<file path="config.mk">
export PLATFORM = sky130hd
export DESIGN_NAME = subcarrier_nco
export DESIGN_NICKNAME = d
export VERILOG_FILES = /design/src/rtl/nco_pkg.sv /design/src/rtl/nco_step_regs.sv /design/src/rtl/nco_trim_reg.sv /design/src/rtl/nco_accum.sv /design/src/rtl/nco_phase_sum.sv /design/src/rtl/subcarrier_nco.sv
export SDC_FILE = /design/constraint.sdc
export NUM_CORES = 1
export LEC_CHECK = 0
export BUFFER_PORTS_ARGS = -buffer_cell sky130_fd_sc_hd__buf_2
export CAP_MARGIN = 5
export CORE_MARGIN = 2
export CORE_UTILIZATION = 62
export CTS_CLUSTER_SIZE = 16
export DETAILED_ROUTE_END_ITERATION = 8
export PLACE_DENSITY = 0.87
export SLEW_MARGIN = 10
export SYNTH_ARGS = -nofsm -noshare
export SYNTH_HDL_FRONTEND = slang
export SYNTH_SLANG_ARGS = --single-unit
export TNS_END_PERCENT = 100
</file>
<file path="constraint.sdc">
create_clock -name clk -period 3.3 [get_ports clk]
set_clock_uncertainty 0.2 [all_clocks]
set_input_delay 0.66 -clock clk [delete_from_list [all_inputs] [get_ports clk]]
set_output_delay 0.66 -clock clk [all_outputs]
set_load 0.02 [all_outputs]
</file>
<file path="src/rtl/nco_pkg.sv">
package nco_pkg;
   localparam int unsigned DEF_ACC_W  = 32;
   localparam int unsigned DEF_BYTE_W = 8;
   localparam int unsigned DEF_IDX_W  = 3;
   localparam logic [31:0] DEF_INIT_STEP = 32'h21F0_7C16;
endpackage

</file>
<file path="src/rtl/nco_step_regs.sv">
module nco_step_regs #(
   parameter int unsigned ACC_W  = nco_pkg::DEF_ACC_W,
   parameter int unsigned BYTE_W = nco_pkg::DEF_BYTE_W,
   parameter int unsigned IDX_W  = nco_pkg::DEF_IDX_W,
   parameter logic [ACC_W-1:0] INIT_STEP = ACC_W'(nco_pkg::DEF_INIT_STEP)
) (
   input  logic              clk,
   input  logic              rst_n,
   input  logic              wr_en,
   input  logic [IDX_W-1:0]  wr_idx,
   input  logic [BYTE_W-1:0] wr_data,
   output logic [ACC_W-1:0]  step_o
);
   localparam int unsigned LANES = ACC_W / BYTE_W;

   logic [LANES-1:0] lane_hit;
   logic [LANES-1:0] seen_q, seen_d;
   logic [ACC_W-1:0] stage_q, stage_d, step_q;
   logic             load_now;

   // one staging lane per byte slot
   for (genvar g = 0; g < LANES; g++) begin : g_lane
      assign lane_hit[g] = wr_en && (wr_idx == IDX_W'(g));
      assign stage_d[g*BYTE_W +: BYTE_W] =
         lane_hit[g] ? wr_data : stage_q[g*BYTE_W +: BYTE_W];
   end

   assign seen_d   = seen_q | lane_hit;
   assign load_now = &seen_d;

   always_ff @(posedge clk or negedge rst_n) begin
      if (!rst_n) begin
         stage_q <= INIT_STEP;
         step_q  <= INIT_STEP;
         seen_q  <= '0;
      end else begin
         stage_q <= stage_d;
         if (load_now) begin
            step_q <= stage_d;
            seen_q <= '0;
         end else begin
            seen_q <= seen_d;
         end
      end
   end

   assign step_o = step_q;
endmodule

</file>
<file path="src/rtl/nco_trim_reg.sv">
module nco_trim_reg #(
   parameter int unsigned BYTE_W = nco_pkg::DEF_BYTE_W,
   parameter int unsigned IDX_W  = nco_pkg::DEF_IDX_W,
   parameter int unsigned SLOT   = 4
) (
   input  logic              clk,
   input  logic              rst_n,
   input  logic              wr_en,
   input  logic [IDX_W-1:0]  wr_idx,
   input  logic [BYTE_W-1:0] wr_data,
   output logic [BYTE_W-1:0] trim_o
);
   always_ff @(posedge clk or negedge rst_n) begin
      if (!rst_n)
         trim_o <= '0;
      else if (wr_en && (wr_idx == IDX_W'(SLOT)))
         trim_o <= wr_data;
   end
endmodule

</file>
<file path="src/rtl/nco_accum.sv">
module nco_accum #(
   parameter int unsigned ACC_W = nco_pkg::DEF_ACC_W
) (
   input  logic             clk,
   input  logic             rst_n,
   input  logic [ACC_W-1:0] step_i,
   output logic [ACC_W-1:0] acc_o
);
   always_ff @(posedge clk or negedge rst_n) begin
      if (!rst_n)
         acc_o <= '0;
      else
         acc_o <= acc_o + step_i;
   end
endmodule

</file>
<file path="src/rtl/nco_phase_sum.sv">
module nco_phase_sum #(
   parameter int unsigned ACC_W = nco_pkg::DEF_ACC_W,
   parameter int unsigned PH_W  = nco_pkg::DEF_BYTE_W
) (
   input  logic [ACC_W-1:0] acc_i,
   input  logic [PH_W-1:0]  trim_i,
   output logic [PH_W-1:0]  phase_o
);
   localparam int unsigned SHIFT = ACC_W - PH_W;

   assign phase_o = PH_W'(acc_i >> SHIFT) + trim_i;
endmodule

</file>
<file path="src/rtl/subcarrier_nco.sv">
module subcarrier_nco #(
   parameter int unsigned ACC_W  = nco_pkg::DEF_ACC_W,
   parameter int unsigned BYTE_W = nco_pkg::DEF_BYTE_W,
   parameter int unsigned IDX_W  = nco_pkg::DEF_IDX_W,
   parameter logic [ACC_W-1:0] INIT_STEP = ACC_W'(nco_pkg::DEF_INIT_STEP)
) (
   input  logic              clk,
   input  logic              rst_n,
   input  logic              wr_en,
   input  logic [IDX_W-1:0]  wr_idx,
   input  logic [BYTE_W-1:0] wr_data,
   output logic [BYTE_W-1:0] phase_o
);
   localparam int unsigned LANES     = ACC_W / BYTE_W;
   localparam int unsigned TRIM_SLOT = LANES;

   initial begin
      assert (ACC_W % BYTE_W == 0)
         else $error("accumulator width must be a whole number of bytes");
      assert ((1 << IDX_W) > TRIM_SLOT)
         else $error("slot index too narrow for step bytes plus trim");
      assert (ACC_W > BYTE_W)
         else $error("accumulator must be wider than the phase word");
   end

   logic [ACC_W-1:0]  step_word;
   logic [ACC_W-1:0]  acc_q;
   logic [BYTE_W-1:0] trim_q;

   nco_step_regs #(
      .ACC_W(ACC_W), .BYTE_W(BYTE_W), .IDX_W(IDX_W), .INIT_STEP(INIT_STEP)
   ) i_step (
      .clk(clk), .rst_n(rst_n), .wr_en(wr_en), .wr_idx(wr_idx),
      .wr_data(wr_data), .step_o(step_word)
   );

   nco_trim_reg #(
      .BYTE_W(BYTE_W), .IDX_W(IDX_W), .SLOT(TRIM_SLOT)
   ) i_trim (
      .clk(clk), .rst_n(rst_n), .wr_en(wr_en), .wr_idx(wr_idx),
      .wr_data(wr_data), .trim_o(trim_q)
   );

   nco_accum #(.ACC_W(ACC_W)) i_acc (
      .clk(clk), .rst_n(rst_n), .step_i(step_word), .acc_o(acc_q)
   );

   nco_phase_sum #(.ACC_W(ACC_W), .PH_W(BYTE_W)) i_sum (
      .acc_i(acc_q), .trim_i(trim_q), .phase_o(phase_o)
   );
endmodule

</file>
* After elaboration in Yosys (flattened, before gate mapping) *
Index checks and enable logic that the tools add are counted.

cells by class
  mux-type cells = 5
  reductions and logical operators = 7
  $add $sub $neg = 2
  bitwise gates (word level) = 1
  eq/ne operators = 4

operator list
  operator                                                               count
  32-bit adder                                                           1
  8-bit two-way mux                                                      4
  8-bit adder                                                            1
  3-bit by 2-bit equality test with 1-bit output, second input constant  2
  1-bit logical AND                                                      5
  4-bit two-way mux                                                      1
  4-bit OR                                                               1
  4-bit AND reduction                                                    1
  3-bit by 1-bit equality test with 1-bit output, second input constant  1
  3-bit equality test, second input constant                             1
  3-bit zero test                                                        1

storage, ports and cells
  output and inout bits = 8
  input port bits = 14
  register bits = 108
  word-level logic and storage cells = 24

* Depth between registers and ports, before layout *
  depth after elaboration = 5
  mapped depth = 9

* Cells and area by module *
A second synthesis with hierarchy kept.

unflattened totals
  cells, all modules = 492
  area, all modules = 6037.0 um2

by module, submodules not included
  module         instances  cells an instance  area an instance (um2)
  nco_step_regs  1          160                2812.7
  nco_accum      1          272                2548.7
  nco_trim_reg   1          18                 344.1
  nco_phase_sum  1          42                 331.6

* Worst setup path after synthesis *
Ideal clock, no wire load.

  path kind = register to output
  start point = register i_acc.acc_o[25]
  end point = output phase_o[7]
  path slack = 610 ps
  stages on the path, launching flop included = 8
  data arrival time = 1830 ps
  buffers on the path = 0
  path through = dfrtp_1 ha_1 a21o_1 a21oi_1 nor2b_1 o21a_1 o41ai_1 xnor2_1

between the ends
  word-level cells in the longest chain between the ends = 1

RTL lines
  item                    line                  source
  from (decl)             nco_accum.sv:7        output logic [ACC_W-1:0] acc_o
  from (signal assigned)  nco_accum.sv:13       acc_o <= acc_o + step_i;
  8-bit adder             nco_phase_sum.sv:11   assign phase_o = PH_W'(acc_i >> SHIFT) + trim_i;
  to (decl)               subcarrier_nco.sv:12  output logic [BYTE_W-1:0] phase_o

No other way between the ends.

* Worst setup path after layout *
Same ends and word-level chain as after synthesis.

==> impl_metrics.json <==
{
  "layout_commonest_cell": "dfrtp_1",
  "grt_max_degree": 45,
  "die_w_um": 101,
  "vias": 4126,
  "cts.path.max_buffers": 2,
  "cts_root_buf": "clkbuf_8",
  "cp_max_fo": 3,
  "min_period_over_period": 0.963,
  "numCtsBuffers": 9,
  "m1WireLength_mm": 5.43,
  "wl_met2_mm": 6.62,
  "routed_via_density": 6.35,
  "layout-drive-gt1-share": 0.292,
  "hold_class": "input port to async pin",
  "cts_tree": "yes",
  "detail_route.iter0.violations": 272,
  "fmax_mhz": 315,
  "drt_pass1_iterations": 5,
  "synth_cell_types": 54,
  "drv_slew": 0,
  "port_buffers": 21,
  "dieArea_mm2": 0.0103,
  "top_layer": "met4",
  "row_count": 35,
  "ios": 22,
  "async_flop_share": 1.00,
  "coreArea_mm2": 0.00924,
  "synth_top_cell_by_area": "dfrtp_1",
  "r2r_end": "i_acc.acc_o[20]",
  "cp.arrival_ps": 2320,
  "fill_cells": 653,
  "grt_pass1_wl_mm": 21.8,
  "n_antenna_cell": 0,
  "syn_area_mm2": 0.00588,
  "final_antenna_net_count": 0,
  "crit_path_end_kind": "primary output",
  "netlist_instances": 499,
  "outcome": "complete, no violations",
  "start_kind": "flip-flop",
  "drcViolationCount": 0,
  "mostFrequentLayoutCells": "80 x dfrtp_1, 44 x mux2_2, 38 x ha_1",
  "grt_setup_unrepaired": "false",
  "clk_latency_ps": 380,
  "met3_length_um": 622,
  "hold_viol": 0,
  "ff2ff_setup_slack_ps": 290,
  "netlist_top_cells_area": "dfrtp_1 34%, dfstp_2 13%, mux2_2 8.4%, ha_1 8.1%, mux2_4 6.9%",
  "cp.required_ps": 2440,
  "grt_pass1_vias": 4233,
  "period_minus_slack_ps": 3180,
  "fin_setup_tns_ps": 0,
  "slowest_delay_ps": 420,
  "critPathKind": "flip-flop to primary output",
  "postCtsHoldBufs": 0,
  "worstMarginPinSlew_ps": 817,
  "yosys_warnings": 0,
  "path_clk_slew_ps": 100,
  "detail_route.wl_per_cell_um": 20.7,
  "fp.dieH_um": 101,
  "finalSetupViolCount": 0,
  "drt-total-wl_mm": 13.4,
  "cp_cell_sequence": "ha_1 -> a21o_1 -> a21oi_2 -> nor2b_1 -> o21a_1 -> o41ai_2 -> xnor2_1 -> buf_2",
  "gp_congestion": 0.961,
  "htree_levels": 3,
  "synth_flop_cell": "dfrtp_1",
  "max_cap_viol_count": 0,
  "cp_slowest_cell": "dfrtp_1",
  "clkSinkCount": 108,
  "seq_area_frac_synth": 0.466,
  "area_growth_pct": 7.69,
  "antenna_found_initial": 0,
  "grt-ovfl-total": 0,
  "syn_area_per_cell_um2": 11.8,
  "synth_edf_count": 0,
  "maxSlewHeadroom": 0.452,
  "synth_top_cell_area_share": 0.341,
  "nets": 570,
  "cts-resized-gates": 1,
  "dpl.hpwl_mm": 9.62,
  "r2r_start": "i_step.step_o[0]",
  "worstRegToRegCells": 8,
  "grtUsageTotal": 0.282,
  "initial_core_util": 0.636,
  "ys_ff_latch": 108,
  "cts_setup_buffers": 0,
  "syn_nets": 553
}
[through the flow]
| step | instances | cell area (um^2) | utilization | hold WS (ps) | setup slack (ps) |
|---|---|---|---|---|---|
| finish | 650 | 6330 | 0.685 | 71.2 | 121 |
| global route | 650 | 6330 | 0.685 | 118 | 22.1 |
| CTS | 650 | 6320 | 0.684 | 92.0 | 56.8 |
| detailed placement | 634 | 6110 | 0.662 | 285 | 406 |
| global placement | 634 | 6110 | 0.662 | 264 | 436 |
| floorplan | 499 | 5880 | - | 164 | 610 |
[layer usage]
layer  vias to the layer above  GRT usage
li1                       1854          -
met1                      2045      0.342
met2                       172      0.473
met3                        55     0.0566
met4                         0      0.155
met5                         -          0
[worst max-delay path: cells and delay by family, from the launching register on]
kind	cells	cell delay [ps]
flip-flops	1	420
buffers and inverters	1	190
adder cells (fa/ha/maj)	1	300
XOR/XNOR	1	160
AO/OA/AOI/OAI	4	800
AND/OR/NAND/NOR	1	70
[sequential cells by signal, indices dropped and copies added (netlist names)]
register and count:
i_step.seen_q 4, i_trim.trim_o 8, i_acc.acc_o 32, i_step.step_o 32, i_step.stage_q 32
[area by class of cell]
type | instances | area, um^2 | area share
tap | 129 | 161 | 0.0255
sequential | 108 | 2740 | 0.433
timing repair buffer | 27 | 178 | 0.0281
inverter | 12 | 45.0 | 0.00712
multi-input combinational | 358 | 3000 | 0.474
clock inverter | 4 | 37.5 | 0.00593
clock buffer | 12 | 166 | 0.0263
[how the worst max path moves through the flow]
stage,cells after the start,end,slack (ps),from
6_report,8,phase_o[7],120,i_acc.acc_o[25]
5_1_grt,10,phase_o[6],20,i_acc.acc_o[24]
4_1_cts,8,phase_o[7],60,i_acc.acc_o[25]
3_5_place_dp,8,phase_o[7],410,i_acc.acc_o[25]
3_3_place_gp,8,phase_o[7],440,i_acc.acc_o[25]
2_1_floorplan,7,phase_o[7],610,i_acc.acc_o[25]
[Yosys cell counts, types with 2 or more instances]
| master | number |
|---|---|
| nor3_1 | 4 |
| o221ai_1 | 3 |
| fa_1 | 2 |
| nand2_1 | 31 |
| nor2b_1 | 8 |
| a21boi_0 | 3 |
| o21a_1 | 7 |
| nor2_2 | 2 |
| a31oi_1 | 3 |
| nand4_1 | 11 |
| a221oi_1 | 2 |
| inv_1 | 12 |
| nand3_1 | 11 |
| xnor2_1 | 21 |
| a211oi_1 | 5 |
| xor2_1 | 16 |
| a21o_1 | 3 |
| dfrtp_1 | 80 |
| o31ai_1 | 2 |
| nor2_1 | 21 |
| o22ai_1 | 4 |
| buf_6 | 3 |
| o211ai_1 | 8 |
| dfstp_2 | 28 |
| o21bai_1 | 4 |
| o21ai_0 | 17 |
| nand2b_1 | 2 |
| nor4_1 | 5 |
| and3_1 | 3 |
| ha_1 | 38 |
| clkbuf_1 | 11 |
| o2bb2ai_1 | 2 |
| buf_2 | 7 |
| a21oi_1 | 30 |
| mux2_2 | 44 |
| mux2_4 | 27 |
| a311oi_1 | 2 |
[cell families after synthesis]
| kind of cell | Yosys count | synth area share |
|---|---|---|
| xor gates and xnor gates | 37 | 0.0551 |
| AOI/OAI and AO/OA | 105 | 0.119 |
| and+or+nand+nor | 105 | 0.0930 |
| buffers and inverters | 33 | 0.0264 |
| muxes | 71 | 0.153 |
| DFF | 108 | 0.466 |
| adders and majority gates | 40 | 0.0877 |
Power is not shown: default switching activity piles up to over one toggle a cycle in this logic, so the estimate is an artifact.
